**src/rtl/chop_pkg.sv**
```systemverilog
package chop_pkg;
  typedef enum logic [1:0] {
    ST_IDLE  = 2'd0,
    ST_BLANK = 2'd1,
    ST_ON    = 2'd2,
    ST_DECAY = 2'd3
  } chop_state_e;
endpackage

```
**src/rtl/chop_sync.sv**
```systemverilog
module chop_sync #(
  parameter int STAGES = 2
) (
  input  logic clk,
  input  logic rst_n,
  input  logic d,
  output logic q
);
  logic [STAGES-1:0] sh;

  always_ff @(posedge clk) begin
    if (!rst_n) sh <= '0;
    else        sh <= {sh[STAGES-2:0], d};
  end

  assign q = sh[STAGES-1];
endmodule

```
**src/rtl/chop_fsm.sv**
```systemverilog
module chop_fsm
  import chop_pkg::*;
#(
  parameter int BLANK_W = 8,
  parameter int OFF_W   = 10
) (
  input  logic               clk,
  input  logic               rst_n,
  input  logic               run,
  input  logic               oc,
  input  logic [BLANK_W-1:0] blank_len,
  input  logic [OFF_W-1:0]   off_len,
  output logic               bridge_on,
  output logic               decaying,
  output logic               trip
);
  localparam int TW = (BLANK_W > OFF_W) ? BLANK_W : OFF_W;

  chop_state_e   state;
  logic [TW-1:0] cnt;
  logic          last;

  assign last = (cnt <= TW'(1));

  always_ff @(posedge clk) begin
    if (!rst_n) begin
      state <= ST_IDLE;
      cnt   <= '0;
    end else if (!run) begin
      state <= ST_IDLE;
    end else begin
      unique case (state)
        ST_IDLE: begin
          state <= ST_BLANK;
          cnt   <= TW'(blank_len);
        end
        ST_BLANK: begin
          if (last) state <= ST_ON;
          else      cnt   <= cnt - TW'(1);
        end
        ST_ON: begin
          if (oc) begin
            state <= ST_DECAY;
            cnt   <= TW'(off_len);
          end
        end
        ST_DECAY: begin
          if (last) begin
            state <= ST_BLANK;
            cnt   <= TW'(blank_len);
          end else begin
            cnt <= cnt - TW'(1);
          end
        end
        default: state <= ST_IDLE;
      endcase
    end
  end

  // Combinational cut: the trip removes the enable in the cycle it is seen
  assign trip      = run && (state == ST_ON) && oc;
  assign bridge_on = run && ((state == ST_BLANK) || ((state == ST_ON) && !oc));
  assign decaying  = run && (state == ST_DECAY);

  // blanking masks the comparator completely
  a_r3_blank_masks: assert property (@(posedge clk) disable iff (!rst_n)
    (run && state == ST_BLANK) |-> (bridge_on && !trip));

  // a trip moves the machine into the decay phase
  a_r4_trip_to_decay: assert property (@(posedge clk) disable iff (!rst_n)
    trip |=> (state == ST_DECAY || !run));

  // the trip pulse never lasts two cycles
  a_r5_single_pulse: assert property (@(posedge clk) disable iff (!rst_n)
    trip |=> !trip);

  // the final decay cycle hands over to a new blanking window
  a_r6_decay_to_blank: assert property (@(posedge clk) disable iff (!rst_n)
    (run && state == ST_DECAY && last) |=> (state == ST_BLANK || !run));

  // disable forces idle at the next edge
  a_r8_disable_idle: assert property (@(posedge clk) disable iff (!rst_n)
    !run |=> (state == ST_IDLE));

  a_r8_disable_outputs: assert property (@(posedge clk) disable iff (!rst_n)
    !run |-> (!bridge_on && !decaying && !trip));
endmodule

```
**src/rtl/chop_trip_count.sv**
```systemverilog
module chop_trip_count #(
  parameter int CNT_W = 8
) (
  input  logic             clk,
  input  logic             rst_n,
  input  logic             trip,
  output logic [CNT_W-1:0] count
);
  localparam logic [CNT_W-1:0] MAXV = '1;

  always_ff @(posedge clk) begin
    if (!rst_n)                     count <= '0;
    else if (trip && count != MAXV) count <= count + CNT_W'(1);
  end

  // increment by one per trip below the ceiling
  a_r9_increment: assert property (@(posedge clk) disable iff (!rst_n)
    (trip && count != MAXV) |=> (count == $past(count) + CNT_W'(1)));

  // the ceiling holds
  a_r9_saturate: assert property (@(posedge clk) disable iff (!rst_n)
    (count == MAXV) |=> (count == MAXV));
endmodule

```
**src/rtl/current_chopper.sv**
```systemverilog
module current_chopper #(
  parameter int BLANK_W     = 8,
  parameter int OFF_W       = 10,
  parameter int CNT_W       = 8,
  parameter int SYNC_STAGES = 2
) (
  input  logic               clk,
  input  logic               rst_n,
  input  logic               run,
  input  logic               oc_async,
  input  logic [BLANK_W-1:0] blank_len,
  input  logic [OFF_W-1:0]   off_len,
  output logic               bridge_on,
  output logic               decaying,
  output logic               trip_pulse,
  output logic [CNT_W-1:0]   trip_count
);
  logic oc_sync;

  chop_sync #(.STAGES(SYNC_STAGES)) u_sync (
    .clk   (clk),
    .rst_n (rst_n),
    .d     (oc_async),
    .q     (oc_sync)
  );

  chop_fsm #(.BLANK_W(BLANK_W), .OFF_W(OFF_W)) u_fsm (
    .clk       (clk),
    .rst_n     (rst_n),
    .run       (run),
    .oc        (oc_sync),
    .blank_len (blank_len),
    .off_len   (off_len),
    .bridge_on (bridge_on),
    .decaying  (decaying),
    .trip      (trip_pulse)
  );

  chop_trip_count #(.CNT_W(CNT_W)) u_cnt (
    .clk   (clk),
    .rst_n (rst_n),
    .trip  (trip_pulse),
    .count (trip_count)
  );

  // a trip drops the enable in its own cycle
  a_r4_cut_now: assert property (@(posedge clk) disable iff (!rst_n)
    trip_pulse |-> !bridge_on);

  // bridge and decay are never on together
  a_r6_exclusive: assert property (@(posedge clk) disable iff (!rst_n)
    decaying |-> !bridge_on);
endmodule

```
**config.mk**
```make
export PLATFORM = sky130hd
export DESIGN_NAME = current_chopper
export DESIGN_NICKNAME = d
export VERILOG_FILES = /design/src/rtl/chop_pkg.sv /design/src/rtl/chop_sync.sv /design/src/rtl/chop_fsm.sv /design/src/rtl/chop_trip_count.sv /design/src/rtl/current_chopper.sv
export SDC_FILE = /design/constraint.sdc
export NUM_CORES = 1
export LEC_CHECK = 0
export BUFFER_PORTS_ARGS = -buffer_cell sky130_fd_sc_hd__buf_2
export CAP_MARGIN = 20
export CORE_ASPECT_RATIO = 1.5
export CORE_MARGIN = 3
export CORE_UTILIZATION = 48
export DETAILED_ROUTE_END_ITERATION = 10
export PLACE_DENSITY = 0.8
export SKIP_LAST_GASP = 1
export SLEW_MARGIN = 20
export SYNTH_ARGS = -nofsm -noshare
export SYNTH_HDL_FRONTEND = slang
export SYNTH_SLANG_ARGS = --single-unit
```
**constraint.sdc**
```tcl
create_clock -name clk -period 1.9 [get_ports clk]
set_input_delay 0.285 -clock clk [delete_from_list [all_inputs] [get_ports clk]]
set_output_delay 0.285 -clock clk [all_outputs]
set_load 0.005 [all_outputs]
```
* Word-level counts from Yosys, hierarchy flattened
Cells that the tools add are included.
Word-level totals: output and inout port bits 11, word-level logic and storage cells 35, register bits after elaboration 22, bits of input ports 22
Cells by class: reduce and logical (&&, ||, !) cells 12, muxes and demuxes 8, order comparisons 1, add/subtract/negate cells 2, equal/unequal tests 8
Operator list (count):
- case mux 10 bit (4 select lines) | 1
- 2-to-1 mux 10 bit | 3
- <= comparator 10 x 1 -> 1 bit, second input constant | 1
- subtractor 10 x 1 -> 10 bit, second input constant | 1
- adder 8 x 1 -> 8 bit, second input constant | 1
- inequality test 8 bit, second input constant | 1
- case mux 2 bit (4 select lines) | 1
- logical AND 1 bit | 6
- 2-to-1 mux 2 bit | 3
- AND reduction 3 bit | 2
- == test 2 bit, second input constant | 2
- inequality test 2 x 1 -> 1 bit, second input constant | 2
- inequality test 2 bit, second input constant | 2
- == test 2 x 1 -> 1 bit, second input constant | 1
- zero test 2 bit | 1
- AND reduction 2 bit | 1
- zero test 1 bit | 1
- logical OR 1 bit | 1

* Longest topological paths before layout
word-level depth 4, mapped depth 9, mapped depth without buffers 7

* Modules after synthesis
Synthesis repeated with hierarchy kept, for this count alone.
Second synthesis, totals: cells, all modules 198, area total of the unflattened synthesis 1606.5 um^2
Modules (own cells, without submodules):
- chop_fsm | cells each 147, instances 1, area each 1149.9 um^2, seq. area each 240.2 um^2
- chop_trip_count | cells each 47, instances 1, area each 404.1 um^2, seq. area each 160.2 um^2
- chop_sync | cells each 4, instances 1, area each 52.6 um^2, seq. area each 40.0 um^2

* Least setup slack after synthesis
OpenSTA, ideal clock, no wires.
path kind flip-flop to flip-flop, start point register u_fsm.cnt[0], end point register u_fsm.cnt[9], buffers on the path 1, setup time 117 ps, arrival 1815 ps, cell stages (with the launch flop) 9, slack -32 ps, clock period less this slack 1932 ps, cells stage by stage dfxtp_1 -> inv_1 -> ha_1 -> or2_4 -> and4_1 -> buf_6 -> a21oi_4 -> o21ai_0 -> a32o_1
On the way: word-level cells in the longest chain between the ends 3, elaborated cells on any way between the ends 7, classes of those cells add/sub: 1; order compare: 1; eq/ne: 1; mux: 3; reduce/logical: 1
RTL lines:
- start, declared | line chop_fsm.sv:20 | logic [TW-1:0] cnt;
- start signal, assigned | line chop_fsm.sv:35 | cnt <= TW'(blank_len);
- start signal, assigned | line chop_fsm.sv:39 | else cnt <= cnt - TW'(1);
- start signal, assigned | line chop_fsm.sv:44 | cnt <= TW'(off_len);
- subtractor 10 x 1 -> 10 bit / <= comparator 10 x 1 -> 1 bit (equally long branches) | line chop_fsm.sv:39, chop_fsm.sv:52, chop_fsm.sv:23
- 2-to-1 mux 10 bit (tied with other cells) | line chop_fsm.sv:48 | if (last) begin
- case mux 10 bit (4 select lines) / AND reduction 3 bit (equally long branches)
Parallel ways exist; a longest one is shown, timed or not. The select of a mux whose other input is x is not followed. A chain may end at the register's enable or synchronous reset.

* Worst setup path in the final report
start point register u_fsm.cnt[0], end point register u_fsm.cnt[7]
Same word-level chain as after synthesis.

==> report_table.html <==
<table>
<tr><th>Metric</th><th>Value</th></tr>
<tr><th colspan="2">Clock tree</th></tr>
<tr><td>Num Clock Sinks</td><td>22</td></tr>
<tr><td>Clock buffers created by TritonCTS</td><td>3</td></tr>
<tr><td>Clock tree from TritonCTS</td><td>built</td></tr>
<tr><td>Clock-pin slew reported for the worst setup and hold paths after clock tree synthesis</td><td>0.08 ns</td></tr>
<tr><td>Clock Root Buffer</td><td>sky130_fd_sc_hd__clkbuf_8</td></tr>
<tr><td>Max H-tree Level</td><td>1</td></tr>
<tr><td>Post-cts hold buffer count</td><td>0</td></tr>
<tr><td>Maximum number of buffers from clock root to sink</td><td>2</td></tr>
<tr><td>Clk_lat worst skew</td><td>0.27 ns</td></tr>
<tr><th colspan="2">Timing</th></tr>
<tr><td>Largest clock skew in the final design</td><td>0.00257 ns</td></tr>
<tr><td>Unrepaired setup endpoints after global routing</td><td>yes</td></tr>
<tr><td>Transition at the pin with the smallest max-transition slack</td><td>0.572 ns</td></tr>
<tr><td>Worst Setup Slack, final</td><td>0.0190 ns</td></tr>
<tr><td>Worst-case hold slack</td><td>0.222 ns</td></tr>
<tr><td>Final-report hold violation count</td><td>0</td></tr>
<tr><td>Max Slew Vio Count</td><td>0</td></tr>
<tr><td>Post-route minimum period</td><td>1.88 ns</td></tr>
<tr><td>Maximum clock rate</td><td>532 MHz</td></tr>
<tr><td>Worst rel slew slack</td><td>0.618</td></tr>
<tr><td>Final setup viols</td><td>0</td></tr>
<tr><td>Setup Total Neg Slack</td><td>0 ns</td></tr>
<tr><td>Tcrit/Tclk final</td><td>0.990</td></tr>
<tr><th colspan="2">Setup path</th></tr>
<tr><td>CP max FO</td><td>5</td></tr>
<tr><td>Kind of launch point of the worst setup path</td><td>flop</td></tr>
<tr><td>Library cell contributing the largest single delay on the critical path</td><td>sky130_fd_sc_hd__or4_4</td></tr>
<tr><td>WS Path Type</td><td>reg -&gt; reg</td></tr>
<tr><td>Worst Path Arrival</td><td>2.10 ns</td></tr>
<tr><td>Category of the worst setup path capture point</td><td>flop</td></tr>
<tr><td>Data required, critical path</td><td>2.11 ns</td></tr>
<tr><td>Worst path max stage delay</td><td>0.56 ns</td></tr>
<tr><td>Total buffers and inverters traversed by the critical path</td><td>1</td></tr>
<tr><td>CP Cell Sequence</td><td>buf_4 -&gt; or4_4 -&gt; nor4_2 -&gt; mux2_1 -&gt; nand4_1 -&gt; o2111a_1</td></tr>
<tr><td>Cell family contributing the most delay on the critical path</td><td>simple AND/OR/NAND/NOR gates</td></tr>
<tr><th colspan="2">Power</th></tr>
<tr><td>Share of power burned in combinational logic</td><td>0.380</td></tr>
<tr><td>VDD IR-drop max</td><td>591 µV</td></tr>
<tr><td>Cell Int Power</td><td>0.924 mW</td></tr>
<tr><td>Total leakage power</td><td>0.847 nW</td></tr>
<tr><td>Switching fraction of total power</td><td>0.332</td></tr>
<tr><td>Switching power of the nets</td><td>0.459 mW</td></tr>
<tr><td>PwrDens</td><td>713 mW/mm²</td></tr>
<tr><td>Clock group share of total power</td><td>0.249</td></tr>
<tr><td>Part of the power in registers</td><td>0.371</td></tr>
<tr><td>Total chip power</td><td>1.38 mW</td></tr>
<tr><th colspan="2">Place</th></tr>
<tr><td>Placement Cell Area</td><td>0.00180 mm²</td></tr>
<tr><td>Dpl hpwl</td><td>2930 µm</td></tr>
<tr><td>Dpl ws</td><td>-0.0112 ns</td></tr>
<tr><td>Total placed cells including tap cells</td><td>260</td></tr>
<tr><td>Gp weighted congestion</td><td>0.821</td></tr>
<tr><td>Quantity of I/O buffers inserted on ports</td><td>32</td></tr>
<tr><th colspan="2">Global routing</th></tr>
<tr><td>Maximum number of pins on one net before global-route repair</td><td>15</td></tr>
<tr><td>Final global-route overflow total</td><td>0</td></tr>
<tr><td>Total track usage</td><td>0.220</td></tr>
<tr><td>Number of global-route vias before repair</td><td>1446</td></tr>
<tr><td>Initial antenna violation count</td><td>0</td></tr>
<tr><td>Global-route wire length before repair</td><td>6440 µm</td></tr>
<tr><th colspan="2">Finish</th></tr>
<tr><td>Count of placed standard cells in the final layout, fillers left out</td><td>268</td></tr>
<tr><td>Fraction of final layout cells with drive strength greater than 1</td><td>0.341</td></tr>
<tr><td>Area grow syn2layout</td><td>29.1%</td></tr>
<tr><td>Post-route cell area</td><td>0.00194 mm²</td></tr>
<tr><td>Total number of nets in the final design</td><td>260</td></tr>
<tr><td>Count of antenna diodes in the layout</td><td>0</td></tr>
<tr><td>Post-Route Utilization</td><td>0.659</td></tr>
<tr><th colspan="2">Synth</th></tr>
<tr><td>Netlist area before placement</td><td>0.00150 mm²</td></tr>
<tr><td>Average instance area after synthesis</td><td>8.39 µm²</td></tr>
<tr><td>Sequential-to-total area share from yosys stat</td><td>0.293</td></tr>
<tr><td>YS warnings</td><td>0</td></tr>
<tr><td>Dominant cell type by area after synthesis</td><td>sky130_fd_sc_hd__dfxtp_1</td></tr>
<tr><td>Xor/xnor share of the synthesized area</td><td>0.0583</td></tr>
<tr><td>Syn_nets</td><td>209</td></tr>
<tr><td>Cell variety after synth</td><td>52</td></tr>
<tr><td>Area share of the leading cell type in the synthesized netlist</td><td>0.293</td></tr>
<tr><td>Synthesized-area fraction occupied by ao, oa, aoi and oai cells</td><td>0.222</td></tr>
<tr><td>Post-synth top flop</td><td>sky130_fd_sc_hd__dfxtp_1</td></tr>
<tr><td>Mapped Cells</td><td>179</td></tr>
<tr><td>Main area contributors after synthesis</td><td>sky130_fd_sc_hd__dfxtp_1, sky130_fd_sc_hd__ha_1, sky130_fd_sc_hd__xnor2_1, sky130_fd_sc_hd__nand2_1, sky130_fd_sc_hd__a21oi_1</td></tr>
<tr><td>EDFF count, synth</td><td>0</td></tr>
<tr><td>Asr flop ratio synth</td><td>0</td></tr>
<tr><td>Dominant combinational cell family by area after synthesis</td><td>simple AND/OR/NAND/NOR gates</td></tr>
<tr><td>Adder-cell share of the synthesized area</td><td>0.0666</td></tr>
<tr><td>Number of storage elements in the synthesis netlist</td><td>22</td></tr>
<tr><td>Simple-gate share of the synthesized area</td><td>0.263</td></tr>
<tr><td>Share of cell area taken by muxes after synthesis</td><td>0.0341</td></tr>
<tr><th colspan="2">Detailed routing</th></tr>
<tr><td>Starting DRT DRC Count</td><td>67</td></tr>
<tr><td>Routed wire length</td><td>4110 µm</td></tr>
<tr><td>Detail-routed via count per cell</td><td>5.76</td></tr>
<tr><td>Routed wire length per instance</td><td>15.3 µm</td></tr>
<tr><td>DRC violation count after routing</td><td>0</td></tr>
<tr><td>DRT Pass-1 Iters</td><td>6</td></tr>
<tr><td>Vias</td><td>1544</td></tr>
<tr><td>Number of antenna-violating nets in the routed design</td><td>0</td></tr>
<tr><th colspan="2">Floorplan</th></tr>
<tr><td>Full die area</td><td>0.00385 mm²</td></tr>
<tr><td>Number of cell rows</td><td>24</td></tr>
<tr><td>Die width</td><td>51.7 µm</td></tr>
<tr><td>Starting Density</td><td>0.511</td></tr>
<tr><td>Die H</td><td>74.5 µm</td></tr>
<tr><td>Core Box Area</td><td>0.00294 mm²</td></tr>
<tr><td>I/O pin count</td><td>33</td></tr>
<tr><th colspan="2">Run</th></tr>
<tr><td>Count of maximum capacitance violations</td><td>0</td></tr>
<tr><th colspan="2">Status</th></tr>
<tr><td>Outcome</td><td>finished, final reports clean</td></tr>
<tr><th colspan="2">Worst hold path</th></tr>
<tr><td>Path class of the lowest-slack min-delay path</td><td>in -&gt; reg</td></tr>
</table>
==> path summary, 6_finish.rpt <==
path	start	to	slack [ns]	depth (start not counted)
min	oc_async	u_sync.sh[0]	0.22	2
max	u_fsm.cnt[0]	u_fsm.cnt[7]	0.02	6
max reg2reg	u_fsm.cnt[0]	u_fsm.cnt[7]	0.02	6
min reg2reg	u_sync.sh[0]	u_sync.sh[1]	0.44	1
==> final cells by class <==
cell class / instances / area [µm²]
Multi-Input combinational cell: 139 / 1030
Fill cell: 256 / 1000
Sequential cell: 22 / 443
Timing Repair Buffer: 54 / 329
Clock buffer: 4 / 55.1
Tap cell: 39 / 48.8
Inverter: 10 / 37.5
==> power by group through the flow <==
stage                     Combinational (mW)  Clock [mW]  Sequential, mW
final                                  0.526       0.344           0.514
after global placement                 0.433           0           0.521
after CTS                              0.469       0.346           0.512
after global routing                   0.568       0.361           0.517
after detailed placement               0.438           0           0.522
after floorplan                        0.301           0           0.520
==> kinds of logic after synthesis <==
| group | after synthesis |
|---|---|
| DFF | 22 |
| adders and majority gates | 8 |
| buffers and inverters | 19 |
| xor gates and xnor gates | 10 |
| AOI/OAI and AO/OA | 45 |
| and+or+nand+nor | 70 |
| muxes | 5 |
==> cell usage after synthesis (all sizes together), types with 4 or more instances <==
master,number
mux2i,4
o21ai,5
nor3,5
nand2b,7
nor2,14
nand2,15
a21oi,12
inv,10
dfxtp,22
ha,8
buf,4
nand3,8
xnor2,7
clkbuf,5
==> layer usage <==
layer / wire length, µm / track usage / vias up
met1: 1600 / 0.233 / 709
met2: 2080 / 0.409 / 63
met3: 273 / 0.0321 / 16
li1: - / - / 756
met4: 155 / 0.117 / 0
met5: 0 / 0 / -
==> registers in the layout, indices dropped and copies added, names as in the netlist <==
signal / cells
u_fsm.cnt: 10
u_fsm.state: 2
u_sync.sh: 2
u_cnt.count: 8
==> cells in the final DEF, fill, tap and decap left out, drive strengths merged, types with 2 or more instances in the layout <==
| cell | Yosys | final |
|---|---|---|
| a211oi | 2 | 2 |
| a21o | 2 | 2 |
| a21oi | 12 | 13 |
| a221oi | 2 | 2 |
| a222oi | 2 | 2 |
| a32o | 3 | 3 |
| and2 | 3 | 3 |
| and3 | 2 | 2 |
| and4 | 2 | 2 |
| buf | 4 | 54 |
| clkbuf | 5 | 4 |
| dfxtp | 22 | 22 |
| ha | 8 | 8 |
| inv | 10 | 10 |
| mux2i | 4 | 4 |
| nand2 | 15 | 15 |
| nand2b | 7 | 7 |
| nand3 | 8 | 8 |
| nand4 | 3 | 3 |
| nor2 | 14 | 14 |
| nor3 | 5 | 5 |
| nor4 | 2 | 2 |
| o211ai | 2 | 2 |
| o21a | 2 | 2 |
| o21ai | 5 | 5 |
| o22ai | 3 | 3 |
| or2 | 2 | 2 |
| or4 | 2 | 2 |
| xnor2 | 7 | 7 |
| xor2 | 3 | 3 |
==> what timing repair did <==
item / CTS / global route
resized for setup: 3 / 14
gates cloned: 1 / 0
pin swaps: 1 / 6
endpoints found under the setup margin: 5 / 12
setup buffers: 2 / 1
(Power assumes the default switching activity.)
